**src/rtl/dma_oneshot_pkg.sv**
```systemverilog
`timescale 1ns/1ps
package dma_oneshot_pkg;

    localparam int SEL_W = 3;

    localparam logic [SEL_W-1:0] SEL_SRC    = 3'd0;
    localparam logic [SEL_W-1:0] SEL_DST    = 3'd1;
    localparam logic [SEL_W-1:0] SEL_RELOAD = 3'd2;
    localparam logic [SEL_W-1:0] SEL_CTRL   = 3'd3;
    localparam logic [SEL_W-1:0] SEL_SWREQ  = 3'd4;
    localparam logic [SEL_W-1:0] SEL_IRQ    = 3'd5;
    localparam logic [SEL_W-1:0] SEL_RUNPTR = 3'd6;
    localparam logic [SEL_W-1:0] SEL_COUNT  = 3'd7;

    typedef enum logic [2:0] {
        ST_IDLE    = 3'd0,
        ST_REQ     = 3'd1,
        ST_DUM_IN  = 3'd2,
        ST_READ    = 3'd3,
        ST_WRITE   = 3'd4,
        ST_DUM_OUT = 3'd5
    } xfer_state_e;

    typedef enum logic [1:0] {
        MODE_FIXED   = 2'd0,
        MODE_SRC_RUN = 2'd1,
        MODE_DST_RUN = 2'd2,
        MODE_RSVD    = 2'd3
    } xfer_mode_e;

    // control word: bit4 sw trigger, bits3:2 mode, bit1 wide, bit0 enable
    typedef struct packed {
        logic       sw_sel;
        xfer_mode_e mode;
        logic       wide;
        logic       en;
    } ctrl_t;

    localparam int CTRL_W = $bits(ctrl_t);

endpackage

```
**src/rtl/dma_req_gate.sv**
```systemverilog
`timescale 1ns/1ps
module dma_req_gate (
    input  logic clk,
    input  logic rst_n,
    input  logic en,
    input  logic sw_sel,
    input  logic sw_hit,
    input  logic ext_req,
    input  logic take,
    output logic pend
);

    logic hit;

    always_comb begin
        hit = sw_sel ? sw_hit : ext_req;
    end

    always_ff @(posedge clk) begin
        if (!rst_n) begin
            pend <= 1'b0;
        end else if (!en) begin
            pend <= 1'b0;
        end else if (hit) begin
            pend <= 1'b1;
        end else if (take) begin
            pend <= 1'b0;
        end
    end


    dropped_when_off_chk: assert property (@(posedge clk) disable iff (!rst_n)
        (!en) |=> !pend);


    held_while_busy_chk: assert property (@(posedge clk) disable iff (!rst_n)
        (en && hit) |=> pend);

endmodule

```
**src/rtl/dma_bus_fsm.sv**
```systemverilog
`timescale 1ns/1ps
module dma_bus_fsm
    import dma_oneshot_pkg::*;
#(
    parameter int ADDR_W = 20,
    parameter int DATA_W = 16
) (
    input  logic              clk,
    input  logic              rst_n,
    input  logic              go,
    input  logic              wide,
    input  logic [ADDR_W-1:0] rd_ptr,
    input  logic [ADDR_W-1:0] wr_ptr,
    input  logic              bus_gnt,
    input  logic [DATA_W-1:0] bus_rdata,
    output logic              take,
    output logic              done,
    output logic              bus_req,
    output logic              bus_rd,
    output logic              bus_wr,
    output logic              bus_wide,
    output logic [ADDR_W-1:0] bus_addr,
    output logic [DATA_W-1:0] bus_wdata
);

    localparam int BYTE_W = 8;
    localparam logic [DATA_W-1:0] LOW_MASK = DATA_W'({BYTE_W{1'b1}});

    xfer_state_e state, state_nx;
    logic [DATA_W-1:0] hold_q;

    // state register
    always_ff @(posedge clk) begin
        if (!rst_n) begin
            state <= ST_IDLE;
        end else begin
            state <= state_nx;
        end
    end

    // next state
    always_comb begin
        state_nx = state;
        unique case (state)
            ST_IDLE:    if (go) state_nx = ST_REQ;
            ST_REQ:     if (bus_gnt) state_nx = ST_DUM_IN;
            ST_DUM_IN:  state_nx = ST_READ;
            ST_READ:    state_nx = ST_WRITE;
            ST_WRITE:   state_nx = ST_DUM_OUT;
            ST_DUM_OUT: state_nx = ST_IDLE;
            default:    state_nx = ST_IDLE;
        endcase
    end

    // read data capture
    always_ff @(posedge clk) begin
        if (!rst_n) begin
            hold_q <= '0;
        end else if (state == ST_READ) begin
            hold_q <= wide ? bus_rdata : (bus_rdata & LOW_MASK);
        end
    end

    // outputs
    always_comb begin
        take      = 1'b0;
        done      = 1'b0;
        bus_req   = 1'b0;
        bus_rd    = 1'b0;
        bus_wr    = 1'b0;
        bus_addr  = '0;
        bus_wdata = '0;
        bus_wide  = wide;
        unique case (state)
            ST_IDLE: begin
                take = go;
            end
            ST_REQ, ST_DUM_IN: begin
                bus_req = 1'b1;
            end
            ST_READ: begin
                bus_req  = 1'b1;
                bus_rd   = 1'b1;
                bus_addr = rd_ptr;
            end
            ST_WRITE: begin
                bus_req   = 1'b1;
                bus_wr    = 1'b1;
                bus_addr  = wr_ptr;
                bus_wdata = hold_q;
                done      = 1'b1;
            end
            ST_DUM_OUT: begin
                bus_req = 1'b0;
            end
            default: begin
                bus_req = 1'b0;
            end
        endcase
    end


    strobe_excl_chk: assert property (@(posedge clk) disable iff (!rst_n)
        !(bus_rd && bus_wr));


    read_then_write_chk: assert property (@(posedge clk) disable iff (!rst_n)
        bus_rd |=> bus_wr);


    release_after_write_chk: assert property (@(posedge clk) disable iff (!rst_n)
        bus_wr |=> (!bus_req && !bus_rd && !bus_wr));


    dummy_before_read_chk: assert property (@(posedge clk) disable iff (!rst_n)
        $rose(bus_rd) |-> $past(bus_req && !bus_wr));

endmodule

```
**src/rtl/dma_regfile.sv**
```systemverilog
`timescale 1ns/1ps
module dma_regfile
    import dma_oneshot_pkg::*;
#(
    parameter int ADDR_W = 20,
    parameter int CNT_W  = 8
) (
    input  logic              clk,
    input  logic              rst_n,
    input  logic [SEL_W-1:0]  reg_sel,
    input  logic              reg_we,
    input  logic [ADDR_W-1:0] reg_wdata,
    output logic [ADDR_W-1:0] reg_rdata,
    input  logic              take,
    input  logic              done,
    input  logic              irq_ack,
    output ctrl_t             ctrl,
    output logic              sw_hit,
    output logic [ADDR_W-1:0] run_ptr,
    output logic [ADDR_W-1:0] dst_ptr,
    output logic              irq
);

    localparam logic [ADDR_W-1:0] STEP_WIDE   = ADDR_W'(2);
    localparam logic [ADDR_W-1:0] STEP_NARROW = ADDR_W'(1);

    logic [ADDR_W-1:0] src_ptr;
    logic [CNT_W-1:0]  reload_q;
    logic [CNT_W-1:0]  count_q;
    logic              fresh_q;
    logic              wr_ctrl, wr_irq, underflow;
    logic [ADDR_W-1:0] step;

    always_comb begin
        wr_ctrl   = reg_we && (reg_sel == SEL_CTRL);
        wr_irq    = reg_we && (reg_sel == SEL_IRQ);
        sw_hit    = reg_we && (reg_sel == SEL_SWREQ) && reg_wdata[0];
        underflow = done && (count_q == '0);
        step      = ctrl.wide ? STEP_WIDE : STEP_NARROW;
    end

    // software-owned pointers and reload
    always_ff @(posedge clk) begin
        if (!rst_n) begin
            src_ptr  <= '0;
            reload_q <= '0;
        end else if (reg_we) begin
            if (reg_sel == SEL_SRC)    src_ptr  <= reg_wdata;
            if (reg_sel == SEL_RELOAD) reload_q <= reg_wdata[CNT_W-1:0];
        end
    end

    // destination pointer: software load, hardware advance in mode 2
    always_ff @(posedge clk) begin
        if (!rst_n) begin
            dst_ptr <= '0;
        end else if (reg_we && (reg_sel == SEL_DST)) begin
            dst_ptr <= reg_wdata;
        end else if (done && (ctrl.mode == MODE_DST_RUN)) begin
            dst_ptr <= dst_ptr + step;
        end
    end

    // control word; underflow forces enable off
    always_ff @(posedge clk) begin
        if (!rst_n) begin
            ctrl <= '0;
        end else begin
            if (wr_ctrl) ctrl <= ctrl_t'(reg_wdata[CTRL_W-1:0]);
            if (underflow) ctrl.en <= 1'b0;
        end
    end

    // activation marker: first accepted request reloads
    always_ff @(posedge clk) begin
        if (!rst_n) begin
            fresh_q <= 1'b0;
        end else if (wr_ctrl && reg_wdata[0] && !ctrl.en) begin
            fresh_q <= 1'b1;
        end else if (take) begin
            fresh_q <= 1'b0;
        end
    end

    // running pointer and counter
    always_ff @(posedge clk) begin
        if (!rst_n) begin
            run_ptr <= '0;
            count_q <= '0;
        end else if (take && fresh_q) begin
            run_ptr <= src_ptr;
            count_q <= reload_q;
        end else if (done) begin
            count_q <= count_q - 1'b1;
            if (ctrl.mode == MODE_SRC_RUN) run_ptr <= run_ptr + step;
        end
    end

    // interrupt flag: setting wins over clearing
    always_ff @(posedge clk) begin
        if (!rst_n) begin
            irq <= 1'b0;
        end else if (underflow) begin
            irq <= 1'b1;
        end else if (irq_ack || (wr_irq && !reg_wdata[0])) begin
            irq <= 1'b0;
        end
    end

    // read mux
    always_comb begin
        unique case (reg_sel)
            SEL_SRC:    reg_rdata = src_ptr;
            SEL_DST:    reg_rdata = dst_ptr;
            SEL_RELOAD: reg_rdata = ADDR_W'(reload_q);
            SEL_CTRL:   reg_rdata = ADDR_W'(ctrl);
            SEL_SWREQ:  reg_rdata = '0;
            SEL_IRQ:    reg_rdata = ADDR_W'(irq);
            SEL_RUNPTR: reg_rdata = run_ptr;
            SEL_COUNT:  reg_rdata = ADDR_W'(count_q);
            default:    reg_rdata = '0;
        endcase
    end


    first_load_chk: assert property (@(posedge clk) disable iff (!rst_n)
        (take && fresh_q) |=> (run_ptr == $past(src_ptr) && count_q == $past(reload_q)));


    underflow_stop_chk: assert property (@(posedge clk) disable iff (!rst_n)
        underflow |=> (!ctrl.en && irq && count_q == '1));


    set_beats_ack_chk: assert property (@(posedge clk) disable iff (!rst_n)
        (underflow && irq_ack) |=> irq);


    count_step_chk: assert property (@(posedge clk) disable iff (!rst_n)
        (done && !underflow) |=> (count_q == $past(count_q) - 1'b1));

endmodule

```
**src/rtl/dma_oneshot_chan.sv**
```systemverilog
`timescale 1ns/1ps
module dma_oneshot_chan
    import dma_oneshot_pkg::*;
#(
    parameter int ADDR_W = 20,
    parameter int DATA_W = 16,
    parameter int CNT_W  = 8
) (
    input  logic              clk,
    input  logic              rst_n,
    input  logic [SEL_W-1:0]  reg_sel,
    input  logic              reg_we,
    input  logic [ADDR_W-1:0] reg_wdata,
    output logic [ADDR_W-1:0] reg_rdata,
    input  logic              ext_req,
    input  logic              irq_ack,
    output logic              irq,
    output logic              bus_req,
    input  logic              bus_gnt,
    output logic [ADDR_W-1:0] bus_addr,
    output logic              bus_rd,
    output logic              bus_wr,
    output logic              bus_wide,
    output logic [DATA_W-1:0] bus_wdata,
    input  logic [DATA_W-1:0] bus_rdata
);

    ctrl_t             ctrl;
    logic              sw_hit, pend, take, done, go;
    logic [ADDR_W-1:0] run_ptr, dst_ptr;

    always_comb begin
        go = pend && ctrl.en;
    end

    dma_regfile #(
        .ADDR_W (ADDR_W),
        .CNT_W  (CNT_W)
    ) i_regs (
        .clk       (clk),
        .rst_n     (rst_n),
        .reg_sel   (reg_sel),
        .reg_we    (reg_we),
        .reg_wdata (reg_wdata),
        .reg_rdata (reg_rdata),
        .take      (take),
        .done      (done),
        .irq_ack   (irq_ack),
        .ctrl      (ctrl),
        .sw_hit    (sw_hit),
        .run_ptr   (run_ptr),
        .dst_ptr   (dst_ptr),
        .irq       (irq)
    );

    dma_req_gate i_gate (
        .clk     (clk),
        .rst_n   (rst_n),
        .en      (ctrl.en),
        .sw_sel  (ctrl.sw_sel),
        .sw_hit  (sw_hit),
        .ext_req (ext_req),
        .take    (take),
        .pend    (pend)
    );

    dma_bus_fsm #(
        .ADDR_W (ADDR_W),
        .DATA_W (DATA_W)
    ) i_fsm (
        .clk       (clk),
        .rst_n     (rst_n),
        .go        (go),
        .wide      (ctrl.wide),
        .rd_ptr    (run_ptr),
        .wr_ptr    (dst_ptr),
        .bus_gnt   (bus_gnt),
        .bus_rdata (bus_rdata),
        .take      (take),
        .done      (done),
        .bus_req   (bus_req),
        .bus_rd    (bus_rd),
        .bus_wr    (bus_wr),
        .bus_wide  (bus_wide),
        .bus_addr  (bus_addr),
        .bus_wdata (bus_wdata)
    );


    start_needs_enable_chk: assert property (@(posedge clk) disable iff (!rst_n)
        $rose(bus_req) |-> $past(ctrl.en));

endmodule

```
**config.mk**
```make
export PLATFORM = sky130hd
export DESIGN_NAME = dma_oneshot_chan
export DESIGN_NICKNAME = d
export VERILOG_FILES = /design/src/rtl/dma_oneshot_pkg.sv /design/src/rtl/dma_req_gate.sv /design/src/rtl/dma_bus_fsm.sv /design/src/rtl/dma_regfile.sv /design/src/rtl/dma_oneshot_chan.sv
export SDC_FILE = /design/constraint.sdc
export NUM_CORES = 1
export LEC_CHECK = 0
export ABC_AREA = 1
export BUFFER_PORTS_ARGS = -buffer_cell sky130_fd_sc_hd__buf_2
export CAP_MARGIN = 15
export CORE_ASPECT_RATIO = 1.75
export CORE_MARGIN = 1
export CORE_UTILIZATION = 47
export DETAILED_ROUTE_END_ITERATION = 10
export PLACE_DENSITY = 0.75
export SLEW_MARGIN = 5
export SYNTH_ARGS = -nofsm -noshare
export SYNTH_HDL_FRONTEND = slang
export SYNTH_SLANG_ARGS = --single-unit
```
**constraint.sdc**
```tcl
create_clock -name clk -period 4.8 [get_ports clk]
set_clock_uncertainty 0.2 [all_clocks]
set_input_delay 0.48 -clock clk [delete_from_list [all_inputs] [get_ports clk]]
set_output_delay 0.48 -clock clk [all_outputs]
set_load 0.05 [all_outputs]
```
==> results_dict.tcl <==
set metrics [dict create \
    status "finished clean" \
    maxCapViolations 0 \
    grt_max_degree 63 \
    synth-edff-count 0 \
    grt_usage 0.3042 \
    path_class "flip-flop to output pin" \
    setup_slack_ps 1519 \
    nets 1056 \
    post-dp-hpwl_um 14640 \
    synthArstFlopShare 0 \
    crit_path_start_kind "flip-flop" \
    postSynthCellCount 924 \
    cts_buffers 9 \
    grt_pass1_wl_um 31150 \
    hold_buffers 0 \
    fmaxAchievable_mhz 304.8 \
    rrSetupSlack_ps 1900 \
    via_count 6686 \
    yosys.area.top_type "dfxtp_1" \
    avgSynthCellArea_sq_um 6.538 \
    grt_pass1_vias 6160 \
    fin_setup_tns_ps 0 \
    reg2reg_to "i_regs.dst_ptr[16]" \
    slew_violations 0 \
    placed_cell_area_sq_mm 0.006600 \
    peakVddDrop_uv 186.3 \
    rsz0062_at_grt "no" \
    hold_end "i_fsm.hold_q[2]" \
    port_buffers 105 \
    whs_path_depth 3 \
    cts_resized 0 \
    clock_path_buffers 2 \
    insertedDiodeCount 0 \
    drcViolationCount 0 \
    synth_flop_cell "dfxtp_1" \
    clk_pin_slew_ps 80 \
    drive_above_1_share 0.1478 \
    area_delta_synth_final_pct 14.08 \
    antenna_left 0 \
    post_cts_buffers 0 \
    start_util 0.4833 \
    crit_fanout 29 \
    hold_viol_final 0 \
    cp_num_buf_inv 2 \
    synthTopCellsByArea "dfxtp_1, nand2_1, inv_1, a21oi_1, nor2_1" \
    coreArea_sq_mm 0.01250 \
    yosys.area.top_type_share 0.3413 \
    ctsRootBufferMaster "clkbuf_16" \
    gp_congestion 0.9711 \
    dieArea_sq_mm 0.01333 \
    final_area_sq_mm 0.006892 \
    required_ps 4120 \
    power_density_mw_per_mm2 253.8 \
    die_w_um 87.70 \
    netlist_area_sq_mm 0.006041 \
    ys_types 42 \
    fin_crit_ps 3281 \
    path_cells "nor2_2 -> nand2_1 -> buf_4 -> o22ai_1 -> buf_2" \
    crit_slowest_cell "nand2_1" \
    io_pins 106 \
    ys_ff_latch 103 \
    wire_per_inst_um 16.99 \
    r2r_start "i_regs.ctrl[1]" \
    setup_viol_count_final 0 \
    yosys_warnings 0 \
    antenna_found_initial 0 \
    routed_wl_um 19990 \
    row_count 54 \
    drt_iter0_drc 458 \
    clock_latency_ps 360 \
    reg2reg_depth 12 \
    firstDrtPassIters 6 \
    arrival_ps 2600 \
    place_ws_ps 1930 \
    fp.dieH_um 152.0 \
    vias_per_cell 5.685 \
    fillCellCount 1240 \
    period_share 0.6835 \
    power_leakage_nw 2.723 \
    hold_path.class "input pin to flip-flop" \
    cts.sinks 103 \
    critPathTopFamily "simple AND/OR/NAND/NOR gates" \
    worstMarginPinSlew_ps 1210 \
    synth-seq-area-share 0.3413 \
    globalRouteOverflowTotal 0 \
    worstSetupStartpoint "i_fsm.state[1]" \
    synthesis.nets 977 \
    cp-end-kind "output pin" \
    relSlewSlack 0.1925 \
    slowest_delay_ps 690 \
    cts_tree "yes" \
    min_from "bus_rdata[2]" \
    cts_htree_levels 3 \
]
## kinds of logic (layout without fill, tap and decap cells)
kind of cell | after synthesis | in the layout | synth area share
AND/OR/NAND/NOR | 404 | 404 | 0.2891
AO/OA/AOI/OAI | 223 | 223 | 0.2131
buffers and inverters | 168 | 252 | 0.1112
flip-flops | 103 | 103 | 0.3413
XOR/XNOR | 18 | 18 | 0.02610
adder cells (fa/ha/maj) | 8 | 8 | 0.01906
## state kept, by name, indices dropped and copies added, names as in the netlist
signal / cells
i_regs.dst_ptr: 20
i_regs.run_ptr: 20
i_regs.src_ptr: 20
i_fsm.hold_q: 16
i_regs.count_q: 8
i_regs.reload_q: 8
i_regs.ctrl: 5
i_fsm.state: 3
i_gate.pend: 1
i_regs.fresh_q: 1
i_regs.irq: 1
## final cells by class
type,instances,area [sq um],share of cell area
clock inverters,7,66.31,0.009622
repair buffers,106,533.0,0.07734
multi-input cells,653,3307,0.4798
well taps,168,210.2,0.03050
flip-flops and latches,103,2062,0.2992
clock buffers,9,225.2,0.03268
inverters,130,488.0,0.07081
## worst register-to-register path, cell delays in order (launching register included)
cell,delay [ps]
dfxtp_1,500
inv_1,340
ha_1,240
inv_1,60
fa_1,420
nor2_2,250
nand2_1,110
nor2_1,280
nand2_1,90
nand2_1,70
nand2_1,40
a21oi_1,120
nor2_1,50
## routing by layer
layer / track usage / wire length (um) / vias to the layer above
met2: 0.5127 / 9980 / 322
met5: 0 / 0 / -
li1: - / - / 3198
met4: 0.1795 / 1189 / 0
met1: 0.3497 / 7492 / 3082
met3: 0.05323 / 1324 / 84
## cell usage after synthesis, drive strengths merged, types with 2 or more instances
cell	count
a211oi	9
inv	129
nand2	220
nand3	68
a22oi	4
o221ai	12
o211ai	2
nand4	6
dfxtp	103
a21oi	81
a31oi	11
ha	6
buf	21
or2	2
o21ai	68
fa	2
o22ai	23
o2111ai	8
xor2	18
clkbuf	17
nor3	6
nor2	100
## metrics by stage
stage               hold slack [ps]    util  power (mW)  std cells
floorplan                     230.0       -      0.9638        924
global placement              242.2  0.5280       1.015       1160
detailed placement            245.9  0.5280       1.017       1160
CTS                           188.1  0.5514       1.750       1176
global route                  207.4  0.5514       1.792       1176
finish                        192.1  0.5514       1.749       1176
## power breakdown
group | switching, mW | leakage, nW | internal (mW)
Combinational | 0.0877 | 1.75 | 0.0327
Sequential | 0.0130 | 0.832 | 0.866
Clock | 0.380 | 0.146 | 0.370
Total | 0.481 | 2.72 | 1.27
## how the worst max path moves through the flow
stage          cells past startpoint  slack [ps]                 end
2_1_floorplan                      7        1810         bus_addr[0]
3_3_place_gp                       5        1960         bus_addr[8]
3_5_place_dp                      12        1930  i_regs.dst_ptr[16]
4_1_cts                            5        1580         bus_addr[8]
5_1_grt                            5        1390         bus_addr[8]
6_report                           5        1520         bus_addr[8]
## cells in the final DEF, fill, tap and decap left out, drive strengths merged, types with 11 or more instances in the layout
cell type / synthesis / layout
dfxtp: 103 / 103
inv: 129 / 136
a21oi: 81 / 81
o21ai: 68 / 68
buf: 21 / 106
nor2: 100 / 100
xor2: 18 / 18
nand3: 68 / 68
nand2: 220 / 220
a31oi: 11 / 11
o22ai: 23 / 23
o221ai: 12 / 12
No activity file was read; power rests on OpenSTA's default activity.
